<file path="src/rtl/dualbus_steer_pkg.sv">
package dualbus_steer_pkg;
  typedef enum logic [2:0] {
    RT_SELF = 3'b001,
    RT_SCSI = 3'b010,
    RT_IDE  = 3'b100
  } route_e;

  localparam int SIDX_W = 3;
endpackage

</file>
<file path="src/rtl/dualbus_steer_dec.sv">
module dualbus_steer_dec
  import dualbus_steer_pkg::*;
#(
  parameter int          AW          = 16,
  parameter int          REG_W       = 4,
  parameter int          SEC_OFF     = 1024,
  parameter int          SEC_IDE_MIN = 6,
  parameter int          PDMA_REG    = 8,
  parameter logic [15:0] HOLE_MASK   = 16'h2020,
  parameter logic [15:0] IRQ_ADDR    = 16'h3020
) (
  input  logic [AW-1:0]     addr,
  input  logic              enable,
  input  logic              scsi_mode,
  output route_e            route,
  output logic [REG_W-1:0]  scsi_reg,
  output logic [SIDX_W-1:0] sidx
);
  localparam int IDXW = AW - 2;

  logic [AW-1:0]   masked;
  logic [IDXW-1:0] idx;
  logic [IDXW-1:0] sec_idx;
  logic            in_sec;
  logic            irq_hit;

  assign masked  = addr & ~AW'(HOLE_MASK);
  assign idx     = masked[AW-1:2];
  assign in_sec  = idx >= IDXW'(SEC_OFF);
  assign sec_idx = idx & ~IDXW'(SEC_OFF);
  assign irq_hit = (addr & ~AW'(1)) == AW'(IRQ_ADDR);
  assign sidx    = sec_idx[SIDX_W-1:0];

  always_comb begin
    route    = RT_IDE;
    scsi_reg = '0;
    if (enable && !irq_hit) begin
      if (in_sec) begin
        if (sec_idx < IDXW'(SEC_IDE_MIN)) begin
          if (sec_idx == '0) begin
            route    = RT_SCSI;
            scsi_reg = REG_W'(PDMA_REG);
          end else begin
            route = RT_SELF;
          end
        end
      end else if (scsi_mode) begin
        route    = RT_SCSI;
        scsi_reg = REG_W'(idx[2:0]);
      end
    end
  end
endmodule

</file>
<file path="src/rtl/dualbus_steer_ctrl.sv">
module dualbus_steer_ctrl
  import dualbus_steer_pkg::*;
#(
  parameter int DW       = 8,
  parameter int LATCH_IX = 3,
  parameter int SEL_SCSI = 4,
  parameter int SEL_IDE  = 5
) (
  input  logic              clk,
  input  logic              rst,
  input  logic              enable,
  input  logic              acc,
  input  logic              write,
  input  logic [SIDX_W-1:0] sidx,
  input  logic [DW-1:0]     wdata,
  input  logic              ide_irq_in,
  output logic              scsi_mode,
  output logic [DW-1:0]     rdata,
  output logic              ide_irq_out
);
  logic          mask_q;
  logic [DW-1:0] latch_q;
  logic          sel_rd;

  assign sel_rd = acc && !write &&
                  (sidx == SIDX_W'(SEL_SCSI) || sidx == SIDX_W'(SEL_IDE));

  always_ff @(posedge clk) begin
    if (rst) begin
      scsi_mode <= 1'b0;
      mask_q    <= 1'b0;
      latch_q   <= '0;
    end else if (!enable) begin
      scsi_mode <= 1'b0;
      mask_q    <= 1'b0;
    end else begin
      if (sel_rd) begin
        mask_q    <= 1'b1;
        scsi_mode <= (sidx == SIDX_W'(SEL_SCSI));
      end
      if (acc && write && sidx == SIDX_W'(LATCH_IX))
        latch_q <= wdata;
    end
  end

  always_comb begin
    rdata = '0;
    if (sidx == SIDX_W'(LATCH_IX) && ide_irq_in)
      rdata = latch_q;
  end

  assign ide_irq_out = ide_irq_in && !mask_q;

  // a selector read masks the interrupt from the next cycle
  a_r5_sel_masks_irq: assert property (@(posedge clk) disable iff (rst)
    (enable && sel_rd) |=> !ide_irq_out);
  // disable clears the mode
  a_r8_disable_clears_mode: assert property (@(posedge clk) disable iff (rst)
    !enable |=> !scsi_mode);
  // a latch write stores the data
  a_r3_latch_store: assert property (@(posedge clk) disable iff (rst)
    (enable && acc && write && sidx == SIDX_W'(LATCH_IX)) |=> latch_q == $past(wdata));
endmodule

</file>
<file path="src/rtl/dualbus_steer.sv">
module dualbus_steer
  import dualbus_steer_pkg::*;
#(
  parameter int AW    = 16,
  parameter int DW    = 8,
  parameter int REG_W = 4
) (
  input  logic             clk,
  input  logic             rst,
  input  logic             bridge_en,
  input  logic             h_valid,
  output logic             h_ready,
  input  logic             h_write,
  input  logic [AW-1:0]    h_addr,
  input  logic [DW-1:0]    h_wdata,
  output logic [DW-1:0]    h_rdata,
  output logic [2:0]       route,
  output logic             scsi_valid,
  input  logic             scsi_ready,
  output logic             scsi_write,
  output logic [REG_W-1:0] scsi_reg,
  output logic [DW-1:0]    scsi_wdata,
  input  logic [DW-1:0]    scsi_rdata,
  output logic             ide_valid,
  input  logic             ide_ready,
  output logic             ide_write,
  output logic [AW-1:0]    ide_addr,
  output logic [DW-1:0]    ide_wdata,
  input  logic [DW-1:0]    ide_rdata,
  input  logic             ide_irq_in,
  output logic             ide_irq_out
);
  route_e            rt;
  logic              mode;
  logic [SIDX_W-1:0] sidx;
  logic [DW-1:0]     self_rdata;
  logic              acc_self;

  dualbus_steer_dec #(.AW(AW), .REG_W(REG_W)) u_dec (
    .addr(h_addr), .enable(bridge_en), .scsi_mode(mode),
    .route(rt), .scsi_reg(scsi_reg), .sidx(sidx)
  );

  assign acc_self = h_valid && (rt == RT_SELF);

  dualbus_steer_ctrl #(.DW(DW)) u_ctrl (
    .clk(clk), .rst(rst), .enable(bridge_en), .acc(acc_self),
    .write(h_write), .sidx(sidx), .wdata(h_wdata),
    .ide_irq_in(ide_irq_in), .scsi_mode(mode),
    .rdata(self_rdata), .ide_irq_out(ide_irq_out)
  );

  assign route      = rt;
  assign scsi_valid = h_valid && (rt == RT_SCSI);
  assign ide_valid  = h_valid && (rt == RT_IDE);
  assign scsi_write = h_write;
  assign scsi_wdata = h_wdata;
  assign ide_write  = h_write;
  assign ide_wdata  = h_wdata;
  assign ide_addr   = h_addr;

  always_comb begin
    unique case (rt)
      RT_SCSI: begin h_ready = scsi_ready; h_rdata = scsi_rdata; end
      RT_IDE:  begin h_ready = ide_ready;  h_rdata = ide_rdata;  end
      default: begin h_ready = 1'b1;       h_rdata = self_rdata; end
    endcase
  end

  // exactly one route each cycle
  a_r9_route_onehot: assert property (@(posedge clk) disable iff (rst)
    $onehot(route));
  // never both downstream channels at once
  a_r9_single_valid: assert property (@(posedge clk) disable iff (rst)
    !(scsi_valid && ide_valid));
  // disabled bridge steers everything to IDE
  a_r8_off_to_ide: assert property (@(posedge clk) disable iff (rst)
    !bridge_en |-> route == 3'b100);
  // interrupt-status bytes never leave the IDE path
  a_r7_irq_addr_ide: assert property (@(posedge clk) disable iff (rst)
    ((h_addr & 16'hFFFE) == 16'h3020) |-> !scsi_valid);
endmodule

</file>
<file path="config.mk">
export PLATFORM = sky130hd
export DESIGN_NAME = dualbus_steer
export DESIGN_NICKNAME = d
export VERILOG_FILES = /design/src/rtl/dualbus_steer_pkg.sv /design/src/rtl/dualbus_steer_dec.sv /design/src/rtl/dualbus_steer_ctrl.sv /design/src/rtl/dualbus_steer.sv
export SDC_FILE = /design/constraint.sdc
export NUM_CORES = 1
export LEC_CHECK = 0
export BUFFER_PORTS_ARGS = -buffer_cell sky130_fd_sc_hd__buf_2
export CAP_MARGIN = 20
export CORE_MARGIN = 2
export CORE_UTILIZATION = 33
export DETAILED_ROUTE_END_ITERATION = 6
export GPL_TIMING_DRIVEN = 1
export PLACE_DENSITY = 0.68
export SYNTH_ARGS = -nofsm -noshare
export SYNTH_HDL_FRONTEND = slang
export SYNTH_HIERARCHICAL = 1
export SYNTH_SLANG_ARGS = --single-unit
</file>
<file path="constraint.sdc">
create_clock -name clk -period 8.7 [get_ports clk]
set_input_delay 1.305 -clock clk [delete_from_list [all_inputs] [get_ports clk]]
set_output_delay 1.305 -clock clk [all_outputs]
set_load 0.01 [all_outputs]
</file>
[Word level (Yosys, flattened, before mapping)]
Cells that the tools add are included.
Word-level totals
  bits in read-only memories: 0
  register bits after elaboration: 10
  latch bits: 0
  output and inout port bits: 53
  word-level logic and storage cells: 43
  memories: 0
  RAM bits: 0
  input port bits: 48
Cells by class
  reduce and logical (&&, ||, !) cells: 17
  eq/ne operators: 7
  bitwise gates (word level): 1
  div/mod/pow operators: 0
  multiplexer cells: 13
  multiply operators: 0
  add/subtract/negate cells: 0
  magnitude comparators: 2
  shift-type cells: 0
Operators by type and width (count)
  4-bit 2-to-1 mux: 4
  8-bit one-hot mux with 2 select lines: 1
  15-bit by 13-bit equality test with 1-bit output (second input constant): 1
  3-bit 2-to-1 mux: 5
  14-bit by 11-bit greater-or-equal comparator with 1-bit output (second input constant): 1
  14-bit zero test: 1
  14-bit by 3-bit < comparator with 1-bit output (second input constant): 1
  1-bit logical AND: 10
  3-bit equality test (second input constant): 3
  8-bit 2-to-1 mux: 1
  3-bit by 2-bit equality test with 1-bit output (second input constant): 2
  3-bit by 1-bit equality test with 1-bit output (second input constant): 1
  1-bit zero test: 3
  2-bit 2-to-1 mux: 1
  1-bit one-hot mux with 2 select lines: 1
  2-bit AND reduction: 1
  2-bit OR reduction: 1
  1-bit logical OR: 1
  1-bit NOT: 1

[Longest topological paths before layout]
Gate-level depths: netlist (run 1).
  depth after elaboration: 10
  mapped depth: 9
  mapped depth without buffers: 8

[Hierarchy]
Netlist (run 1), hierarchy kept.
Modules (own cells, without submodules)
  dualbus_steer: times used 1, seq. area each 0.0 um^2, area an instance 654.4 um^2, cells each 91
  dualbus_steer_ctrl: times used 1, seq. area each 200.2 um^2, area an instance 518.0 um^2, cells each 54
  dualbus_steer_dec: times used 1, seq. area each 0.0 um^2, area an instance 137.6 um^2, cells each 20

[Worst setup path before layout (run 1)]
OpenSTA, ideal clock, no wires.
  path kind: input to output
  start point: input h_addr[11]
  end point: output h_rdata[6]
  setup slack: 3.846 ns
  data required time: 7.395 ns
  cell stages on the path: 7
  buffers on the path: 0
  data arrival time: 3.549 ns
  cell sequence: or4b_1 > or4_4 > o31a_1 > o21ai_0 > nor2_1 > o21bai_1 > o311a_1
On the way
  elaborated cells on any way between the ends: 13
  those cells by class: order compare (2); eq/ne (3); mux (5); reduce/logical (3)
RTL lines
  from (decl): RTL line dualbus_steer.sv:14  | input logic [AW-1:0] h_addr,
  14-bit by 3-bit < comparator with 1-bit output / 15-bit by 13-bit equality test with 1-bit output (equally long branches): RTL line dualbus_steer_dec.sv:39, dualbus_steer_dec.sv:31
  3-bit 2-to-1 mux / 1-bit zero test (equally long branches): RTL line dualbus_steer_dec.sv:39, dualbus_steer_dec.sv:37
  3-bit 2-to-1 mux / 1-bit logical AND (equally long branches): RTL line dualbus_steer_dec.sv:38, dualbus_steer_dec.sv:37
  3-bit 2-to-1 mux *: RTL line dualbus_steer_dec.sv:37  | if (enable && !irq_hit) begin
  named net route[2]: RTL line dualbus_steer.sv:17  | output logic [2:0] route,
  3-bit equality test / 3-bit by 2-bit equality test with 1-bit output (equally long branches): RTL line dualbus_steer.sv:63  | unique case (rt)
  8-bit one-hot mux with 2 select lines *: RTL line dualbus_steer.sv:63
  to (decl): RTL line dualbus_steer.sv:16  | output logic [DW-1:0] h_rdata,
The timed path passes the listed nets; every way through them passes the cells marked *.

[Final worst setup path (run 1)]
  start point: input h_addr[11]
  end point: output h_rdata[6]
On the way
  word-level cells in the longest chain between the ends: 7
  elaborated cells on any way between the ends: 13
  those cells by class: order compare (2); eq/ne (3); mux (5); reduce/logical (3)
Ends and longest elaborated chain (RTL line)
  branches (longest 4 deep; another with 14-bit by 3-bit < comparator with 1-bit output)
  3-bit 2-to-1 mux *: dualbus_steer_dec.sv:37
  3-bit equality test / 3-bit by 2-bit equality test with 1-bit output (equally long branches): dualbus_steer.sv:63
  8-bit one-hot mux with 2 select lines *: dualbus_steer.sv:63
Every way passes the cells marked *.

==> impl_metrics.prom, run 1 <==
# TYPE chip_impl_metric gauge
chip_impl_metric{name="rows",unit=""} 22
chip_impl_metric{name="proportion_of_layout_cells_with_a_drive_suffix_above_1",unit="%"} 50.2
chip_impl_metric{name="die_area",unit="mm^2"} 0.00449
chip_impl_metric{name="port_buffers",unit=""} 98
chip_impl_metric{name="timing.setup.tns",unit="ns"} 0
chip_impl_info{name="status",value="finished clean"} 1
chip_impl_metric{name="syn_to_final_growth",unit="%"} 21.0
chip_impl_metric{name="maxCapViolCount",unit=""} 0
chip_impl_info{name="worst-setup-path-type",value="in -> out"} 1
chip_impl_metric{name="number_of_global_route_vias_before_repair",unit=""} 1067
chip_impl_metric{name="postCtsResizedCells",unit=""} 0
chip_impl_metric{name="period_share",unit="%"} 61.9
chip_impl_metric{name="finalHoldWorstSlack",unit="ns"} 0.470
chip_impl_metric{name="final_cells",unit=""} 271
chip_impl_info{name="clock_tree.root_cell",value="sky130_fd_sc_hd__clkbuf_8"} 1
chip_impl_metric{name="route.detailed.wl_per_inst",unit="um"} 11.7
chip_impl_metric{name="report.final.hold_viol_count",unit=""} 0
chip_impl_metric{name="die_x",unit="um"} 67.0
chip_impl_info{name="synth_top_cells_by_count",value="sky130_fd_sc_hd__buf_4 (37), sky130_fd_sc_hd__nand2b_1 (18), sky130_fd_sc_hd__dfxtp_1 (10), sky130_fd_sc_hd__nor3_1 (9)"} 1
chip_impl_metric{name="core_footprint",unit="mm^2"} 0.00374
chip_impl_metric{name="overflow",unit=""} 0
chip_impl_metric{name="routabilityCongestion",unit=""} 0.807
chip_impl_metric{name="grt.total_usage",unit="%"} 13.6
chip_impl_info{name="timing.critical_path.from_type",value="input port"} 1
chip_impl_metric{name="routed-via-count",unit=""} 1241
chip_impl_metric{name="critPathMaxFanout",unit=""} 23
chip_impl_metric{name="design.portCount",unit=""} 101
chip_impl_info{name="top_layer_used",value="met3"} 1
chip_impl_metric{name="power.static_leakage",unit="nW"} 0.724
chip_impl_metric{name="post-route-worst-setup-slack",unit="ns"} 3.31
chip_impl_metric{name="finish.instance_area",unit="mm^2"} 0.00159
chip_impl_metric{name="synth-seq-area-share",unit="%"} 15.3
chip_impl_metric{name="initial_utilization",unit="%"} 35.0
chip_impl_metric{name="synth_seq_cells",unit=""} 10
chip_impl_info{name="dominantRegCellSynth",value="sky130_fd_sc_hd__dfxtp_1"} 1
chip_impl_metric{name="number_of_antenna_violations_at_the_first_check_in_global_routing",unit=""} 0
chip_impl_metric{name="clk_pin_slew_worst_paths",unit="ns"} 0.05
chip_impl_metric{name="max_freq",unit="MHz"} 186
chip_impl_metric{name="arr_time_crit_path",unit="ns"} 4.08
chip_impl_metric{name="antenna_cells_inserted",unit=""} 0
chip_impl_metric{name="worstSkewPairLatency",unit="ns"} 0.23
chip_impl_metric{name="setup_viol",unit=""} 0
chip_impl_metric{name="htree_num_levels",unit=""} 1
chip_impl_metric{name="met1Wirelength",unit="mm"} 1.40
chip_impl_metric{name="drt_iter0_markers",unit=""} 59
chip_impl_metric{name="pin_count_of_the_biggest_net_entering_global_routing",unit=""} 24
chip_impl_metric{name="tightest_slew",unit="ns"} 0.911
chip_impl_metric{name="layout_skew",unit="ns"} 0.00151
chip_impl_metric{name="final_net_count",unit=""} 272
chip_impl_metric{name="synth_edf_count",unit=""} 0
chip_impl_metric{name="grt_pass1_wl",unit="mm"} 4.91
chip_impl_info{name="clock_tree_from_tritoncts",value="yes"} 1
chip_impl_metric{name="period_needed",unit="ns"} 5.39
chip_impl_metric{name="maximum_clock_path_buffer_count",unit=""} 2
chip_impl_info{name="setup_repair_after_global_routing_missed_its_margin",value="no"} 1
chip_impl_metric{name="first_pass_iters",unit=""} 4
chip_impl_metric{name="asyncSetResetFlopFracSynth",unit="%"} 0
chip_impl_metric{name="slew_viol_final",unit=""} 0
chip_impl_metric{name="dp_cells",unit=""} 267
chip_impl_info{name="synth_top_cells_by_area",value="sky130_fd_sc_hd__buf_4 (21%), sky130_fd_sc_hd__dfxtp_1 (15%), sky130_fd_sc_hd__nand2b_1 (8.6%)"} 1
chip_impl_metric{name="synth_top_cell_area_share",unit="%"} 21.2
chip_impl_metric{name="wl_met2",unit="mm"} 1.59
chip_impl_info{name="cell_taking_the_most_area_after_synthesis",value="sky130_fd_sc_hd__buf_4"} 1
chip_impl_metric{name="cts_sinks",unit=""} 10
chip_impl_metric{name="power_density",unit="mW/mm^2"} 88.0
chip_impl_metric{name="postSynthCellCount",unit=""} 165
chip_impl_metric{name="wl_met3",unit="um"} 178
chip_impl_metric{name="post_synth_num_cell_types",unit=""} 37
chip_impl_metric{name="vias_per_cell",unit=""} 4.58
chip_impl_metric{name="remaining_drc_errors",unit=""} 0
chip_impl_info{name="min-delay-path-class",value="reg -> reg"} 1
chip_impl_metric{name="cts_hold_repair.buffers",unit=""} 0
chip_impl_metric{name="synth-warning-count",unit=""} 6
chip_impl_metric{name="numCtsBuffers",unit=""} 3
chip_impl_metric{name="place_ws",unit="ns"} 3.33
chip_impl_info{name="post-synth-top-count-cell",value="sky130_fd_sc_hd__buf_4"} 1
chip_impl_metric{name="worst_path_required",unit="ns"} 7.39
chip_impl_metric{name="syn_area",unit="mm^2"} 0.00131
chip_impl_metric{name="postPlaceCellArea",unit="mm^2"} 0.00153
chip_impl_metric{name="max_slew_margin",unit="%"} 39.3
chip_impl_metric{name="synth_nets",unit=""} 213
chip_impl_metric{name="drtAntennaViolNets",unit=""} 0
chip_impl_metric{name="synth_area_per_cell",unit="um^2"} 7.94
chip_impl_info{name="critPathCaptureType",value="primary output"} 1
chip_impl_metric{name="power.ir.vdd_worst",unit="V"} 0.0000683
chip_impl_metric{name="post_cts_setup_buffer_count",unit=""} 0
chip_impl_metric{name="die-height",unit="um"} 67.0
chip_impl_metric{name="hpwl",unit="mm"} 2.51
chip_impl_metric{name="totalWireLength",unit="mm"} 3.17
chip_impl_metric{name="fin_total_pwr",unit="uW"} 140
chip_impl_metric{name="end_of_flow_core_utilization",unit="%"} 42.3
[logic make-up (layout without fill, tap and decap cells)]
kind of cell           Yosys count  count (layout)  synth area share [%]
multiplexers                     8               8                  6.11
AO/OA/AOI/OAI                   31              31                  17.4
buffers and inverters           46             104                  26.4
AND/OR/NAND/NOR                 70              70                  34.9
flip-flops                      10              10                  15.3
[worst max-delay path, stage by stage]
cell	delay [ns]
sky130_fd_sc_hd__buf_2	0.10
sky130_fd_sc_hd__or4b_1	0.55
sky130_fd_sc_hd__or4_4	0.56
sky130_fd_sc_hd__a21oi_2	0.71
sky130_fd_sc_hd__nor2_1	0.33
sky130_fd_sc_hd__o21bai_1	0.21
sky130_fd_sc_hd__o311a_1	0.19
sky130_fd_sc_hd__buf_2	0.13
[power breakdown]
group / total, mW / switching [mW] / internal, mW
clock: 0.0563 / 0.0166 / 0.0396
sequential: 0.0459 / 0.000000000271 / 0.0459
combinational: 0.0374 / 0.0183 / 0.0190
[cell type report]
type	instances	area, um^2
flip-flops and latches	10	200
clock buffers	4	55.1
well taps	48	60.1
inverters	1	3.75
repair buffers	99	498
multi-input cells	109	768
fillers	414	2160
[cell usage in the layout, fill, tap and decap left out, drive strengths merged, types with 2 or more instances in the layout]
cell type / synthesis / routed
clkbuf: 2 / 4
mux2i: 8 / 8
nor3b: 3 / 3
nor2: 6 / 6
or4: 2 / 2
o21ai: 9 / 9
nor2b: 9 / 9
nand2b: 18 / 18
and4bb: 2 / 2
buf: 43 / 99
and2: 8 / 8
dfxtp: 10 / 10
o311a: 8 / 8
and3: 4 / 4
nand2: 3 / 3
nor3: 10 / 10
a21oi: 2 / 2
o21bai: 8 / 8
[flip-flops by register name (all words and copies together), names as in the netlist]
| name | count |
|---|---|
| u_ctrl/mask_q | 1 |
| u_ctrl/scsi_mode | 1 |
| u_ctrl/latch_q | 8 |
[worst paths after layout]
| path | start | end | slack, ns | cells past startpoint |
|---|---|---|---|---|
| setup / recovery | h_addr[11] | h_rdata[6] | 3.31 | 8 |
| hold / removal | u_ctrl/latch_q[2] | u_ctrl/latch_q[2] | 0.47 | 2 |
| setup reg to reg | u_ctrl/scsi_mode | u_ctrl/scsi_mode | 6.04 | 6 |
| hold reg to reg | u_ctrl/latch_q[2] | u_ctrl/latch_q[2] | 0.47 | 2 |
[metal layers]
metal | GRT usage (%) | vias to the layer above
met5 | 0 | -
met4 | 2.30 | 0
met3 | 1.69 | 0
met2 | 22.6 | 35
met1 | 19.0 | 545
li1 | - | 661
(Power assumes the default switching activity.)
==> inputs of run 2 (changes only) <==
--- a/config.mk
+++ b/config.mk
@@ -5,13 +5,14 @@
 export SDC_FILE = /design/constraint.sdc
 export NUM_CORES = 1
 export LEC_CHECK = 0
+export ABC_AREA = 1
 export BUFFER_PORTS_ARGS = -buffer_cell sky130_fd_sc_hd__buf_2
 export CAP_MARGIN = 20
 export CORE_MARGIN = 2
 export CORE_UTILIZATION = 33
 export DETAILED_ROUTE_END_ITERATION = 6
 export GPL_TIMING_DRIVEN = 1
-export PLACE_DENSITY = 0.68
+export PLACE_DENSITY = 0.71
 export SYNTH_ARGS = -nofsm -noshare
 export SYNTH_HDL_FRONTEND = slang
 export SYNTH_HIERARCHICAL = 1
==> constraint.sdc (replaced) <==
create_clock -name clk -period 4.9 [get_ports clk]
set_input_delay 0.735 -clock clk [delete_from_list [all_inputs] [get_ports clk]]
set_output_delay 0.735 -clock clk [all_outputs]
set_load 0.01 [all_outputs]
==> run 2 against run 1 <==
  * Clock power is 47% higher
  * Register-to-register slack lost 3.5 ns
  * Worst hold slack improved by 0.0042 ns
  * Design area is 0.16% lower
  * Non-clock buffer count is 1 lower
  * Total power is 78% higher
  * Global-route usage increased by 0.63 points
  * Worst setup slack worse by 2.0 ns
  * Final cell count grew 22%
  * Synthesized cell count is 34% higher
  * Critical endpoint is now h_rdata[4]
  * Highest routed layer is now met4
==> impl_metrics.prom, run 2 <==
# TYPE chip_impl_metric gauge
chip_impl_metric{name="totalWireLength",unit="mm"} 3.30
chip_impl_metric{name="power.static_leakage",unit="nW"} 0.851
chip_impl_metric{name="design.portCount",unit=""} 101
chip_impl_metric{name="core_footprint",unit="mm^2"} 0.00372
chip_impl_metric{name="overflow",unit=""} 0
chip_impl_metric{name="antenna_cells_inserted",unit=""} 0
chip_impl_metric{name="proportion_of_layout_cells_with_a_drive_suffix_above_1",unit="%"} 40.1
chip_impl_metric{name="sequential_cell_area",unit="um^2"} 200
chip_impl_info{name="worstPathCellList",value="buf_2 -> inv_1 -> nand2_1 -> nor2_1 -> o21bai_1 -> nand4_1 -> inv_2 -> nand3_2 -> nand3_1 -> nand3_1 -> buf_2"} 1
chip_impl_metric{name="synth_simple_gate_area_share",unit="%"} 50.7
chip_impl_metric{name="die_area",unit="mm^2"} 0.00441
chip_impl_info{name="critPathCaptureType",value="primary output"} 1
chip_impl_metric{name="die-height",unit="um"} 66.4
chip_impl_metric{name="synth_xor_area_share",unit="%"} 0
chip_impl_info{name="post-synth-top-count-cell",value="sky130_fd_sc_hd__nor2_1"} 1
chip_impl_metric{name="numCtsBuffers",unit=""} 3
chip_impl_metric{name="slew_viol_final",unit=""} 0
chip_impl_metric{name="syn_area",unit="mm^2"} 0.00129
chip_impl_metric{name="route.detailed.wl_per_inst",unit="um"} 10.0
chip_impl_metric{name="synth-warning-count",unit=""} 6
chip_impl_metric{name="postSynthCellCount",unit=""} 221
chip_impl_metric{name="synth_nets",unit=""} 269
chip_impl_metric{name="die_x",unit="um"} 66.4
chip_impl_metric{name="synth_area_per_cell",unit="um^2"} 5.82
chip_impl_metric{name="cts_sinks",unit=""} 10
chip_impl_metric{name="htree_num_levels",unit=""} 1
chip_impl_metric{name="finalHoldWorstSlack",unit="ns"} 0.474
chip_impl_info{name="top_regs",value="u_ctrl/latch_q (8), u_ctrl/mask_q (1), u_ctrl/scsi_mode (1)"} 1
chip_impl_info{name="clock_tree.root_cell",value="sky130_fd_sc_hd__clkbuf_8"} 1
chip_impl_metric{name="grt.total_usage",unit="%"} 14.3
chip_impl_metric{name="pin_count_of_the_biggest_net_entering_global_routing",unit=""} 14
chip_impl_metric{name="power.ir.vdd_worst",unit="V"} 0.0000777
chip_impl_info{name="mostFrequentLayoutCells",value="sky130_fd_sc_hd__buf_2 (98), sky130_fd_sc_hd__nor2_1 (46), sky130_fd_sc_hd__nand3_1 (43), sky130_fd_sc_hd__inv_1 (29), sky130_fd_sc_hd__nand2_1 (26)"} 1
chip_impl_metric{name="post_synth_num_cell_types",unit=""} 17
chip_impl_info{name="status",value="finished clean"} 1
chip_impl_info{name="dominantRegCellSynth",value="sky130_fd_sc_hd__dfxtp_1"} 1
chip_impl_metric{name="cts_hold_repair.buffers",unit=""} 0
chip_impl_info{name="synth_top_cells_by_count",value="sky130_fd_sc_hd__nor2_1 (46), sky130_fd_sc_hd__nand3_1 (43), sky130_fd_sc_hd__buf_4 (38), sky130_fd_sc_hd__inv_1 (29), sky130_fd_sc_hd__nand2_1 (26)"} 1
chip_impl_metric{name="maxCapViolCount",unit=""} 0
chip_impl_metric{name="vias_per_cell",unit=""} 4.52
chip_impl_metric{name="synth-adder-area-share",unit="%"} 0
chip_impl_info{name="combinational_family_with_the_most_area_after_synthesis",value="simple AND/OR/NAND/NOR gates"} 1
chip_impl_info{name="worst-setup-path-type",value="in -> out"} 1
chip_impl_metric{name="power_density",unit="mW/mm^2"} 157
chip_impl_metric{name="initial_utilization",unit="%"} 34.6
chip_impl_metric{name="number_of_antenna_violations_at_the_first_check_in_global_routing",unit=""} 0
chip_impl_metric{name="layout_skew",unit="ns"} 0.00284
chip_impl_metric{name="synth_edf_count",unit=""} 0
chip_impl_metric{name="postPlaceCellArea",unit="mm^2"} 0.00154
chip_impl_metric{name="rows",unit=""} 22
chip_impl_metric{name="grt_pass1_wl",unit="mm"} 5.05
chip_impl_metric{name="number_of_global_route_vias_before_repair",unit=""} 1240
chip_impl_metric{name="post_cts_setup_buffer_count",unit=""} 0
chip_impl_metric{name="asyncSetResetFlopFracSynth",unit="%"} 0
chip_impl_metric{name="syn_to_final_growth",unit="%"} 23.1
chip_impl_info{name="setup.worst_path.start",value="h_addr[14]"} 1
chip_impl_info{name="top_register",value="u_ctrl/latch_q"} 1
chip_impl_info{name="timing.critical_path.from_type",value="input port"} 1
chip_impl_info{name="rr_startpoint",value="u_ctrl/scsi_mode"} 1
chip_impl_metric{name="report.final.hold_viol_count",unit=""} 0
chip_impl_info{name="worst_path_max_delay_cell",value="sky130_fd_sc_hd__nand4_1"} 1
chip_impl_metric{name="max_freq",unit="MHz"} 278
chip_impl_info{name="cell_taking_the_most_area_after_synthesis",value="sky130_fd_sc_hd__buf_4"} 1
chip_impl_metric{name="tightest_slew",unit="ns"} 0.915
chip_impl_metric{name="worstSkewPairLatency",unit="ns"} 0.23
chip_impl_metric{name="maximum_clock_path_buffer_count",unit=""} 2
chip_impl_metric{name="routabilityCongestion",unit=""} 0.780
chip_impl_metric{name="worst-path-buf-inv",unit=""} 4
chip_impl_metric{name="worst_path_required",unit="ns"} 4.16
chip_impl_info{name="setup_repair_after_global_routing_missed_its_margin",value="no"} 1
chip_impl_metric{name="setup_viol",unit=""} 0
chip_impl_metric{name="finish.instance_area",unit="mm^2"} 0.00158
chip_impl_metric{name="post_synth_mux_area_share",unit="%"} 0
chip_impl_metric{name="critPathMaxFanout",unit=""} 13
chip_impl_metric{name="largest_register_ffs",unit=""} 8
chip_impl_metric{name="arr_time_crit_path",unit="ns"} 2.87
chip_impl_info{name="critical_path.top_delay_family",value="simple AND/OR/NAND/NOR gates"} 1
chip_impl_metric{name="remaining_drc_errors",unit=""} 0
chip_impl_metric{name="synth_area_in_compound_gates",unit="%"} 1.75
chip_impl_info{name="clock_tree_from_tritoncts",value="yes"} 1
chip_impl_metric{name="clk_pin_slew_worst_paths",unit="ns"} 0.04
chip_impl_metric{name="port_buffers",unit=""} 98
chip_impl_info{name="synth_top_cells_by_area",value="sky130_fd_sc_hd__buf_4 (22%), sky130_fd_sc_hd__nand3_1 (17%), sky130_fd_sc_hd__dfxtp_1 (16%)"} 1
chip_impl_metric{name="postCtsResizedCells",unit=""} 0
chip_impl_metric{name="num-fill-cells",unit=""} 437
chip_impl_info{name="hold_path.startpoint",value="u_ctrl/latch_q[4]"} 1
chip_impl_metric{name="max_slew_margin",unit="%"} 38.8
chip_impl_metric{name="first_pass_iters",unit=""} 4
chip_impl_info{name="min-delay-path-class",value="reg -> reg"} 1
chip_impl_metric{name="drt_iter0_markers",unit=""} 79
chip_impl_info{name="final_common_cell",value="sky130_fd_sc_hd__buf_2"} 1
chip_impl_metric{name="synth_top_cell_area_share",unit="%"} 22.2
chip_impl_metric{name="final_net_count",unit=""} 332
chip_impl_metric{name="period_needed",unit="ns"} 3.60
chip_impl_metric{name="fin_total_pwr",unit="uW"} 248
chip_impl_metric{name="period_share",unit="%"} 73.5
chip_impl_metric{name="cpPeakStageDelay",unit="ns"} 0.51
chip_impl_metric{name="synth_seq_cells",unit=""} 10
chip_impl_metric{name="drtAntennaViolNets",unit=""} 0
chip_impl_metric{name="synth-seq-area-share",unit="%"} 15.6
chip_impl_metric{name="routed-via-count",unit=""} 1492
chip_impl_metric{name="hpwl",unit="mm"} 2.80
chip_impl_metric{name="multiInputGateArea",unit="um^2"} 674
chip_impl_metric{name="timing.setup.tns",unit="ns"} 0
[run 2: cell types whose count changed after synthesis, sizes merged, moves of 10 or more]
cell / change
nor2: +46
nand2b: -18
nand2: +25
inv: +30
nand4: +10
nor3: -10
nand3: +43
[run 2: kinds of logic after synthesis]
logic type             after synthesis
AO/OA/AOI/OAI                        4
buffers and inverters               71
AND/OR/NAND/NOR                    136
flip-flops                          10
[run 2: tightest hold or removal path, stage by stage (launching register included)]
cell,delay [ns]
sky130_fd_sc_hd__dfxtp_1,0.32
sky130_fd_sc_hd__nor2_1,0.04
sky130_fd_sc_hd__nor2_1,0.08
[run 2: metal layers]
metal / up-vias / wire, um / track usage [%]
met2: 64 / 1570 / 24.9
met5: - / 0 / 0
li1: 787 / - / -
met1: 636 / 1410 / 17.2
met3: 5 / 277 / 2.90
met4: 0 / 42 / 5.10
[run 2: layout make-up]
| type | instances | share of cell area [%] |
|---|---|---|
| repair buffers | 98 | 31.0 |
| well taps | 48 | 3.79 |
| multi-input cells | 140 | 42.6 |
| inverters | 31 | 7.35 |
| clock buffers | 3 | 2.61 |
| flip-flops and latches | 10 | 12.6 |
[run 2: path summary, 6_finish.rpt]
check / to / slack, ns / depth (start not counted)
worst max-delay path: h_rdata[4] / 1.30 / 11
worst min-delay path: u_ctrl/latch_q[4] / 0.47 / 2
worst max register to register: u_ctrl/latch_q[0] / 2.58 / 8
worst min register to register: u_ctrl/latch_q[4] / 0.47 / 2
[run 2: per-stage QoR]
stage          std cells  utilization, %  worst slack, ns
4_1_cts              330            42.6             1.33
6_report             330            42.6             1.30
5_1_grt              330            42.6             1.10
3_3_place_gp         327            41.5             1.39
2_1_floorplan        221               -             2.15
3_5_place_dp         327            41.5             1.33
[run 2: power by group]
| part | switching (mW) | internal, mW |
|---|---|---|
| logic | 0.0474 | 0.0364 |
| clock network | 0.0294 | 0.0535 |
| registers | 0.000000128 | 0.0817 |
